**src/rtl/gl_pkg.sv**
```systemverilog
package gl_pkg;

    localparam int GAIN_W = 7;

    typedef logic [GAIN_W-1:0] gain_t;

    localparam gain_t GAIN_RST  = 7'h30;
    localparam gain_t GAIN_MUTE = 7'h00;

    typedef struct packed {
        logic       limit_en;
        logic       timed;
        logic [1:0] period;
        logic [2:0] step;
    } cfg_t;

    // Lower g by (s+1) codes, stopping at the mute code.
    function automatic gain_t sat_sub(gain_t g, logic [2:0] s);
        logic [GAIN_W:0] amt;
        amt = {{(GAIN_W-2){1'b0}}, s} + 1'b1;
        if ({1'b0, g} <= amt)
            return GAIN_MUTE;
        else
            return g - amt[GAIN_W-1:0];
    endfunction

endpackage

```
**src/rtl/gl_event_timer.sv**
```systemverilog
module gl_event_timer #(
    parameter int TICK_BASE = 2,
    parameter int CNT_W     = 4
) (
    input  logic       clk,
    input  logic       clr,
    input  logic       run,
    input  logic       sample_tick,
    input  logic       timed,
    input  logic [1:0] period,
    input  logic       zero_cross,
    output logic       update
);

    logic [CNT_W-1:0] cnt_q;
    logic [CNT_W:0]   lim;
    logic             expire;

    assign lim    = ((CNT_W+1)'(TICK_BASE) << period) - 1'b1;
    assign expire = sample_tick && ({1'b0, cnt_q} >= lim);
    assign update = run && (expire || (!timed && zero_cross));

    always_ff @(posedge clk) begin
        if (clr || !run)
            cnt_q <= '0;
        else if (update)
            cnt_q <= '0;
        else if (sample_tick)
            cnt_q <= cnt_q + 1'b1;
    end

    // in timed mode, a crossing pulse alone never fires an update.
    a_r4_timed_ignores_zc: assert property (@(posedge clk) disable iff (clr)
        (timed && !sample_tick) |-> !update);

endmodule

```
**src/rtl/gl_gain_core.sv**
```systemverilog
module gl_gain_core
    import gl_pkg::*;
(
    input  logic       clk,
    input  logic       rst,
    input  logic       clr,
    input  logic       active,
    input  logic       limit_en,
    input  logic [2:0] step,
    input  logic       over_lvl,
    input  logic       update,
    input  logic       gain_we,
    input  gain_t      gain_wdata,
    output gain_t      gain,
    output logic       busy
);

    gain_t gain_q, tgt_q, gain_n, tgt_n, lim_val, walk_val;
    logic  pend_q, pend_n;
    logic  man_wr;

    assign lim_val  = sat_sub(gain_q, step);
    assign walk_val = (tgt_q > gain_q) ? gain_q + 1'b1 : gain_q - 1'b1;
    assign man_wr   = active && gain_we && !limit_en;

    always_comb begin
        gain_n = gain_q;
        tgt_n  = tgt_q;
        pend_n = pend_q;
        if (update) begin
            if (pend_q) begin
                gain_n = lim_val;
                tgt_n  = lim_val;
                pend_n = 1'b0;
            end else if (gain_q != tgt_q) begin
                gain_n = walk_val;
            end
            if (!limit_en)
                tgt_n = gain_n;
        end
        if (active && limit_en && over_lvl)
            pend_n = 1'b1;
        if (active && gain_we) begin
            if (limit_en) begin
                tgt_n = gain_wdata;
            end else begin
                gain_n = gain_wdata;
                tgt_n  = gain_wdata;
                pend_n = 1'b0;
            end
        end
    end

    always_ff @(posedge clk) begin
        if (clr) begin
            gain_q <= GAIN_RST;
            tgt_q  <= GAIN_RST;
            pend_q <= 1'b0;
        end else begin
            gain_q <= gain_n;
            tgt_q  <= tgt_n;
            pend_q <= pend_n;
        end
    end

    assign gain = gain_q;
    assign busy = pend_q || (gain_q != tgt_q);

    // a limiter step never raises the gain.
    a_r3_limit_no_rise: assert property (@(posedge clk) disable iff (rst)
        (!clr && update && pend_q && !man_wr) |=> (gain_q <= $past(gain_q)));

    // a limiter step removes at most eight codes.
    a_r1_step_depth: assert property (@(posedge clk) disable iff (rst)
        (!clr && update && pend_q && !man_wr)
        |=> ({1'b0, gain_q} + 8'd8 >= {1'b0, $past(gain_q)}));

    // a walk update moves exactly one code.
    a_r6_walk_unit: assert property (@(posedge clk) disable iff (rst)
        (!clr && update && !pend_q && (gain_q != tgt_q) && !man_wr)
        |=> ((gain_q == $past(gain_q) + 7'd1) || (gain_q == $past(gain_q) - 7'd1)));

    // no update, no manual write, no clear -> the gain holds.
    a_r11_hold: assert property (@(posedge clk) disable iff (rst)
        (!clr && !update && !man_wr) |=> $stable(gain_q));

endmodule

```
**src/rtl/gain_limiter_top.sv**
```systemverilog
module gain_limiter_top
    import gl_pkg::*;
#(
    parameter int TICK_BASE  = 2,
    parameter int INIT_TICKS = 8
) (
    input  logic       clk,
    input  logic       rst,
    input  logic       pwr_down,
    input  logic       sample_tick,
    input  logic       over_lvl,
    input  logic       zero_cross,
    input  logic       cfg_we,
    input  logic       cfg_limit_en,
    input  logic       cfg_timed,
    input  logic [1:0] cfg_period,
    input  logic [2:0] cfg_step,
    input  logic       gain_we,
    input  logic [6:0] gain_wdata,
    output logic [6:0] gain_code,
    output logic       done
);

    localparam int CNT_W  = $clog2(TICK_BASE * 8);
    localparam int INIT_W = $clog2(INIT_TICKS + 1);

    cfg_t              cfg_q;
    logic [INIT_W-1:0] init_q;
    logic              clr, active, busy, update;

    assign clr    = rst || pwr_down;
    assign active = !pwr_down && (init_q == '0);

    always_ff @(posedge clk) begin
        if (rst) begin
            cfg_q <= '0;
        end else begin
            if (cfg_we)
                cfg_q <= '{limit_en: cfg_limit_en, timed: cfg_timed,
                           period: cfg_period, step: cfg_step};
            if (pwr_down)
                cfg_q.step <= '0;
        end
    end

    always_ff @(posedge clk) begin
        if (clr)
            init_q <= INIT_W'(INIT_TICKS);
        else if (sample_tick && init_q != '0)
            init_q <= init_q - 1'b1;
    end

    gl_event_timer #(
        .TICK_BASE (TICK_BASE),
        .CNT_W     (CNT_W)
    ) u_timer (
        .clk         (clk),
        .clr         (clr),
        .run         (busy),
        .sample_tick (sample_tick),
        .timed       (cfg_q.timed),
        .period      (cfg_q.period),
        .zero_cross  (zero_cross),
        .update      (update)
    );

    gl_gain_core u_core (
        .clk        (clk),
        .rst        (rst),
        .clr        (clr),
        .active     (active),
        .limit_en   (cfg_q.limit_en),
        .step       (cfg_q.step),
        .over_lvl   (over_lvl),
        .update     (update),
        .gain_we    (gain_we),
        .gain_wdata (gain_wdata),
        .gain       (gain_code),
        .busy       (busy)
    );

    assign done = active && !busy;

    // the cycle after power-down is released, the block is still initializing.
    a_r8_init_not_done: assert property (@(posedge clk) disable iff (rst)
        $fell(pwr_down) |=> !done);

    // power-down forces the reset gain code.
    a_r9_pd_gain: assert property (@(posedge clk) disable iff (rst)
        pwr_down |=> (gain_code == GAIN_RST));

    // power-down clears the step field.
    a_r9_pd_step: assert property (@(posedge clk) disable iff (rst)
        pwr_down |=> (cfg_q.step == 3'd0));

endmodule

```
**config.mk**
```make
export PLATFORM = sky130hd
export DESIGN_NAME = gain_limiter_top
export DESIGN_NICKNAME = d
export VERILOG_FILES = /design/src/rtl/gl_pkg.sv /design/src/rtl/gl_event_timer.sv /design/src/rtl/gl_gain_core.sv /design/src/rtl/gain_limiter_top.sv
export SDC_FILE = /design/constraint.sdc
export NUM_CORES = 1
export LEC_CHECK = 0
export BUFFER_PORTS_ARGS = -buffer_cell sky130_fd_sc_hd__buf_4
export CELL_PAD_IN_SITES_DETAIL_PLACEMENT = 1
export CELL_PAD_IN_SITES_GLOBAL_PLACEMENT = 2
export CORE_ASPECT_RATIO = 2
export CORE_MARGIN = 4
export CORE_UTILIZATION = 34
export DETAILED_ROUTE_END_ITERATION = 8
export PLACE_DENSITY_LB_ADDON = 0.1
export RECOVER_POWER = 25
export SYNTH_ARGS = -nofsm -noshare
export SYNTH_HDL_FRONTEND = slang
export SYNTH_SLANG_ARGS = --single-unit
```
**constraint.sdc**
```tcl
create_clock -name clk -period 4.6 [get_ports clk]
set_input_delay 0.46 -clock clk [delete_from_list [all_inputs] [get_ports clk]]
set_output_delay 0.46 -clock clk [all_outputs]
set_load 0.01 [all_outputs]
```
=== After elaboration in Yosys (flattened, before gate mapping) ===
Cells that the tools add are included.

* Flip-flop bits (word level): 30
* Input port bits: 22
* Output and inout bits: 8
* Word-level logic and storage cells: 59

* $add $sub $neg: 7
* Magnitude comparators: 3
* Equality and inequality tests: 2
* Shift-type cells: 1
* Multiplexer cells: 15
* Reductions and logical operators: 22

{| class="wikitable"
|+ Operator list
! kind !! number
|-
| $mux W7 || 11
|-
| $logic_and A1 B1 Y1 || 9
|-
| $le A7 B8 Y1 || 1
|-
| $add A7 B1 Y7 const B || 1
|-
| $gt A7 B7 Y1 || 1
|-
| $ne A7 B7 Y1 || 1
|-
| $sub A7 B1 Y7 const B || 1
|-
| $sub A7 B7 Y7 || 1
|-
| $ge A4 B5 Y1 || 1
|-
| $shl A2 B2 Y5 const A || 1
|-
| $sub A5 B1 Y5 const B || 1
|-
| $add A3 B1 Y4 const B || 1
|-
| $add A4 B1 Y4 const B || 1
|-
| $logic_not A4 Y1 || 1
|-
| $logic_or A1 B1 Y1 || 4
|-
| $mux W1 || 4
|-
| $reduce_bool A4 Y1 || 1
|-
| $reduce_or A2 Y1 || 2
|-
| $sub A4 B1 Y4 const B || 1
|-
| $logic_not A1 Y1 || 3
|-
| $ne A3 B1 Y1 const B || 1
|-
| $reduce_and A2 Y1 || 1
|-
| $reduce_bool A2 Y1 || 1
|}

=== Depth between registers and ports, before layout ===
* Depth in word-level cells: 10
* Gate-level depth with buffers: 14
* Mapped depth without buffers: 13

=== Hierarchy ===
From an unflattened synthesis, not the netlist that was laid out.

* Cells, all modules: 303
* Area total of the unflattened synthesis: 2463.6 sq um

{| class="wikitable"
|+ Modules (own cells, without submodules)
! module !! instances !! cells each !! area each (sq um) !! seq. area each (sq um)
|-
| gl_gain_core || 1 || 217 || 1679.1 || 300.3
|-
| gain_limiter_top || 1 || 49 || 467.9 || 220.2
|-
| gl_event_timer || 1 || 37 || 316.6 || 80.1
|}

=== Worst setup path after synthesis ===
Ideal clock, no wire load.

* Kind: reg-to-reg
* Start point: register u_core.gain_q[4], in the netlist u_core.gain[4]
* End point: register u_core.gain_q[3], in the netlist u_core.gain[3]
* Setup time: 0.117 ns
* Data arrival time: 3.193 ns
* Data required time: 4.483 ns
* Slack: 1.289 ns
* Cell stages (with the launch flop): 15
* Path buffers: 1
* Period minus slack after synthesis: 3.311 ns
* Path through: dfxtp_1 -> clkbuf_1 -> inv_1 -> ha_1 -> and3_4 -> a221o_1 -> a31oi_4 -> or2_2 -> ha_1 -> a21o_1 -> a21oi_1 -> xor2_1 -> a21oi_1 -> a211o_1 -> a32o_1

* Word-level cells in the longest chain between the ends: 7
* Elaborated cells between the ends (all ways): 12
* Those cells by class: 2 x order compare; 1 x eq/ne; 7 x mux; 2 x reduce/logical

{| class="wikitable"
|+ Ends and longest elaborated chain
! what !! line !! text
|-
| from (decl) || gl_gain_core.sv:18 || <nowiki>gain_t gain_q, tgt_q, gain_n, tgt_n, lim_val, walk_val;</nowiki>
|-
| from (signal assigned) || gl_gain_core.sv:60 || <nowiki>gain_q <= gain_n;</nowiki>
|-
| $gt A7 B7 Y1 || gl_gain_core.sv:23 || <nowiki>assign walk_val = (tgt_q > gain_q) ? gain_q + 1'b1 : gain_q - 1'b1;</nowiki>
|-
| $mux W7 || gl_gain_core.sv:23 ||
|-
| $mux W7 || gl_gain_core.sv:35 || <nowiki>end else if (gain_q != tgt_q) begin</nowiki>
|-
| $mux W7 || gl_gain_core.sv:31 || <nowiki>if (pend_q) begin</nowiki>
|-
| $mux W7 * || gl_gain_core.sv:30 || <nowiki>if (update) begin</nowiki>
|-
| $mux W7 || gl_gain_core.sv:44 || <nowiki>if (limit_en) begin</nowiki>
|-
| $mux W7 * || gl_gain_core.sv:43 || <nowiki>if (active && gain_we) begin</nowiki>
|}

Mark *: on every way between the ends. The rest lies on a longest branch, timed or not.
A chain may end at the register's enable or synchronous reset.

=== Worst setup path after layout ===
* Start point: register u_core.gain_q[2], in the netlist u_core.gain[2]
* End point: register u_core.tgt_q[6]

* Word-level cells in the longest chain between the ends: 7
* Elaborated cells between the ends (all ways): 18
* Those cells by class: 3 x add/sub; 2 x order compare; 1 x eq/ne; 8 x mux; 4 x reduce/logical

{| class="wikitable"
|+ Ends and longest elaborated chain
! what !! line !! text
|-
| $sub A7 B1 Y7 (tied with other cells) || gl_gain_core.sv:23 ||
|-
| $mux W7 || gl_gain_core.sv:23 ||
|-
| $mux W7 || gl_gain_core.sv:35 ||
|-
| $mux W7 || gl_gain_core.sv:31 ||
|-
| $mux W7 || gl_gain_core.sv:38 || <nowiki>if (!limit_en)</nowiki>
|-
| $mux W7 || gl_gain_core.sv:30 ||
|-
| $mux W7 || gl_gain_core.sv:43 ||
|-
| to (signal assigned) || gl_gain_core.sv:61 || <nowiki>tgt_q <= tgt_n;</nowiki>
|-
| to (decl) || gl_gain_core.sv:18 ||
|}

Several ways; a longest one is shown, not always the timed one. The select of a mux whose other input is x is not followed.

==> flow_summary.json <==
{
  "drt_wl_total_um": 8620,
  "clkSinkCount": 30,
  "global_route.overflow_total": 0,
  "clk-insertion-delay-late_ps": 280,
  "routed-via-count": 2362,
  "power.share.sequential_pct": 17.9,
  "finalWeightedCongestion": 0.861,
  "die-area_um2": 8540,
  "achievable_freq_mhz": 278,
  "asyncSetResetFlopFracSynth_pct": 0,
  "drtPass1Iterations": 4,
  "critical_path_peak_fanout": 6,
  "layout.cells.non_filler": 415,
  "power_per_cell_area_nw_per_um2": 624,
  "cts.reportedPaths.clkPinSlew_ps": 50,
  "post_cts_buffers": 0,
  "sw_frac_of_total_pct": 46.3,
  "worst_case_clock_skew_ps": 7.20,
  "grt_pass1_vias": 2559,
  "yosys_warnings": 0,
  "tritoncts": "yes",
  "fillerInstances": 902,
  "drt.antenna.violating_nets": 0,
  "die-width_um": 67.4,
  "place_inst": 407,
  "worst_r2r_startpoint": "u_core.gain[2]",
  "finalNetCount": 372,
  "power_uw": 1760,
  "path_class": "flop to flop",
  "synth-edff-count": 0,
  "required_time_worst_endpoint_ps": 4810,
  "holdPathStages": 2,
  "drtIter0Drc": 95,
  "post-place-ws_ps": 1050,
  "cellInternalPower_uw": 944,
  "peakVddDrop_mv": 0.340,
  "min_to": "cfg_q[3]",
  "htree_levels": 2,
  "combinational_fraction_of_design_power_pct": 62.8,
  "grt_first_pass_wirelength_um": 13600,
  "min_period_over_period_pct": 78.1,
  "final_setup_slack_of_the_worst_path_ps": 1010,
  "worst_slew_pin_slew_ps": 851,
  "worst_hold_startpoint": "rst",
  "number_of_antenna_violations_at_the_first_check_in_global_routing": 0,
  "power_leakage_uw": 0.00114,
  "number_of_standard_cells_after_synthesis": 300,
  "critical_path.startpoint_type": "flop",
  "reg2reg_setup_slack_ps": 1010,
  "final_hold_viol_count": 0,
  "dp_hpwl_um": 6820,
  "routed_wire_length_per_instance_um": 20.8,
  "grt_setup_unrepaired": "no",
  "cts_root_buffer": "clkbuf_16",
  "netlist_top_cells_area": "dfxtp_1, ha_1, nor2_1",
  "final_period_minus_worst_setup_slack_ps": 3590,
  "worst_r2r_path_depth": 14,
  "synth_seq_cells": 30,
  "drc": 0,
  "initial_utilization_pct": 34.8,
  "cts.repair.resized": 0,
  "io_buffers": 29,
  "cts_inserted_buffers": 5,
  "grt_max_degree": 22,
  "core_area_um2": 6890,
  "final_max_slew_violation_count": 0,
  "kind_of_end_point_of_the_critical_path": "flop",
  "floorplan.die.height_um": 127,
  "fraction_of_final_layout_cells_sized_beyond_drive_strength_1_pct": 15.1,
  "outcome": "completed",
  "ys_seq_area_share_pct": 25.0,
  "synth_area_per_cell_um2": 8.00,
  "mappedNetlistArea_um2": 2400,
  "boundaryPins": 30,
  "synth_fp_nets": 348,
  "power.clock.fraction_pct": 19.3,
  "relative_max_transition_margin_pct": 43.1,
  "timing.critical_path.arrival_ps": 3800,
  "viasPerCell": 5.69,
  "global_route.usage.total_pct": 21.9,
  "postSynth.topFlopCell": "dfxtp_1",
  "holdWs_ps": 381,
  "clockBufferDepth": 2,
  "max-cap-violations": 0,
  "synth.distinct_cells": 56,
  "timing.rr.end": "u_core.tgt_q[6]",
  "num_rows": 43,
  "antenna_cells_inserted": 0,
  "netlist.area_leader.share_pct": 25.0,
  "min_path_type": "input pin to flop",
  "synth_largest_area_cell": "dfxtp_1",
  "hold_buffers": 0,
  "area_growth_pct": 17.4,
  "switchingPower_uw": 814,
  "setup-violations-final": 0,
  "tns_ps": 0
}
[metal layers]
metal	up-vias	routed length, µm	global-route usage [%]
li1	1148	-	-
met1	1142	3010	21.2
met2	47	4870	41.0
met3	25	232	2.57
met4	0	505	14.5
met5	-	0	0
[final cells by class]
cell class	instances	area, µm²	area share [%]
Clock inverter	1	5.00	0.178
Multi-Input combinational cell	242	1680	59.7
Clock buffer	7	143	5.07
Inverter	14	52.6	1.87
Timing Repair Buffer	31	221	7.87
Sequential cell	30	601	21.3
Tap cell	90	113	4.00
[power groups by stage]
stage | sequential, µW | clock, µW | combinational (µW)
finish | 314 | 339 | 1100
global route | 317 | 358 | 1220
CTS | 313 | 350 | 1110
detailed placement | 319 | 0 | 1110
global placement | 318 | 0 | 1100
floorplan | 310 | 0 | 825
[worst max-delay path by stage]
stage | cells past startpoint | slack (ps) | from | end
2_1_floorplan | 14 | 1290 | u_core.gain[4] | u_core.gain[3]
4_1_cts | 13 | 1020 | u_core.gain[5] | u_core.gain[3]
5_1_grt | 14 | 700 | u_core.gain[2] | u_core.tgt_q[6]
6_report | 14 | 1010 | u_core.gain[2] | u_core.tgt_q[6]
3_5_place_dp | 13 | 1050 | u_core.gain[5] | u_core.gain[3]
3_3_place_gp | 13 | 1080 | u_core.gain[5] | u_core.gain[3]
[synthesized netlist by cell type, drive strengths merged, types with 2 or more instances]
cell	instances
inv	14
xor2	8
ha	24
fa	2
o21a	3
or3	2
a31o	2
and2	3
nor2b	3
nor3	8
o21ai	24
a221o	2
o2bb2ai	2
a211o	4
dfxtp	30
buf	5
a31oi	9
a21oi	16
nor2	39
or2	5
and3	2
or4	2
a221oi	2
clkbuf	9
a32oi	3
mux2i	8
nand3	9
xnor2	6
nand4	3
nand2	22
a21boi	2
a211oi	7
o211ai	2
a21o	4
o31ai	4
o22ai	2
[worst max-delay path: stages (launching register included)]
cell       delay, ps
dfxtp_1          300
clkbuf_1         330
inv_1             90
ha_1             340
nand2_1           60
o21ai_0          290
a31oi_4          150
or2_2            370
fa_1             440
a211o_1          280
o211ai_1         110
o2bb2ai_1        200
xor2_1           220
o2111ai_1        120
a31oi_1          210
[state kept, by name (all words and copies together), names as in the netlist]
register / flops
u_core.pend_q: 1
u_core.tgt_q: 7
u_core.gain: 7
u_timer.cnt_q: 4
cfg_q: 7
init_q: 4
[cells by family after synthesis]
family,Yosys count,synth area share [%]
AOI/OAI and AO/OA,94,27.4
xor gates and xnor gates,14,5.11
adders and majority gates,26,14.2
buffers and inverters,28,4.90
DFF,30,25.0
muxes,8,3.34
and+or+nand+nor,100,20.0
[placed cells by master, fill, tap and decap left out, types with 3 or more instances in the layout]
| master | count |
|---|---|
| nor2_1 | 38 |
| dfxtp_1 | 30 |
| buf_4 | 28 |
| ha_1 | 24 |
| o21ai_0 | 23 |
| nand2_1 | 22 |
| a21oi_1 | 15 |
| inv_1 | 14 |
| nand3_1 | 9 |
| nor3_1 | 8 |
| xor2_1 | 8 |
| mux2i_1 | 8 |
| a31oi_1 | 8 |
| xnor2_1 | 6 |
| a211oi_1 | 6 |
| clkbuf_16 | 5 |
| or2_2 | 4 |
| a211o_1 | 4 |
| o31ai_1 | 4 |
| clkbuf_1 | 4 |
| a21o_1 | 3 |
| o21a_1 | 3 |
| nor2b_1 | 3 |
| a32oi_1 | 3 |
[per-stage QoR]
stage | cell area [µm²] | utilization (%)
global route | 2820 | 40.9
CTS | 2830 | 41.0
finish | 2820 | 40.9
floorplan | 2400 | -
global placement | 2680 | 38.9
detailed placement | 2680 | 38.9
(Power assumes the default switching activity.)
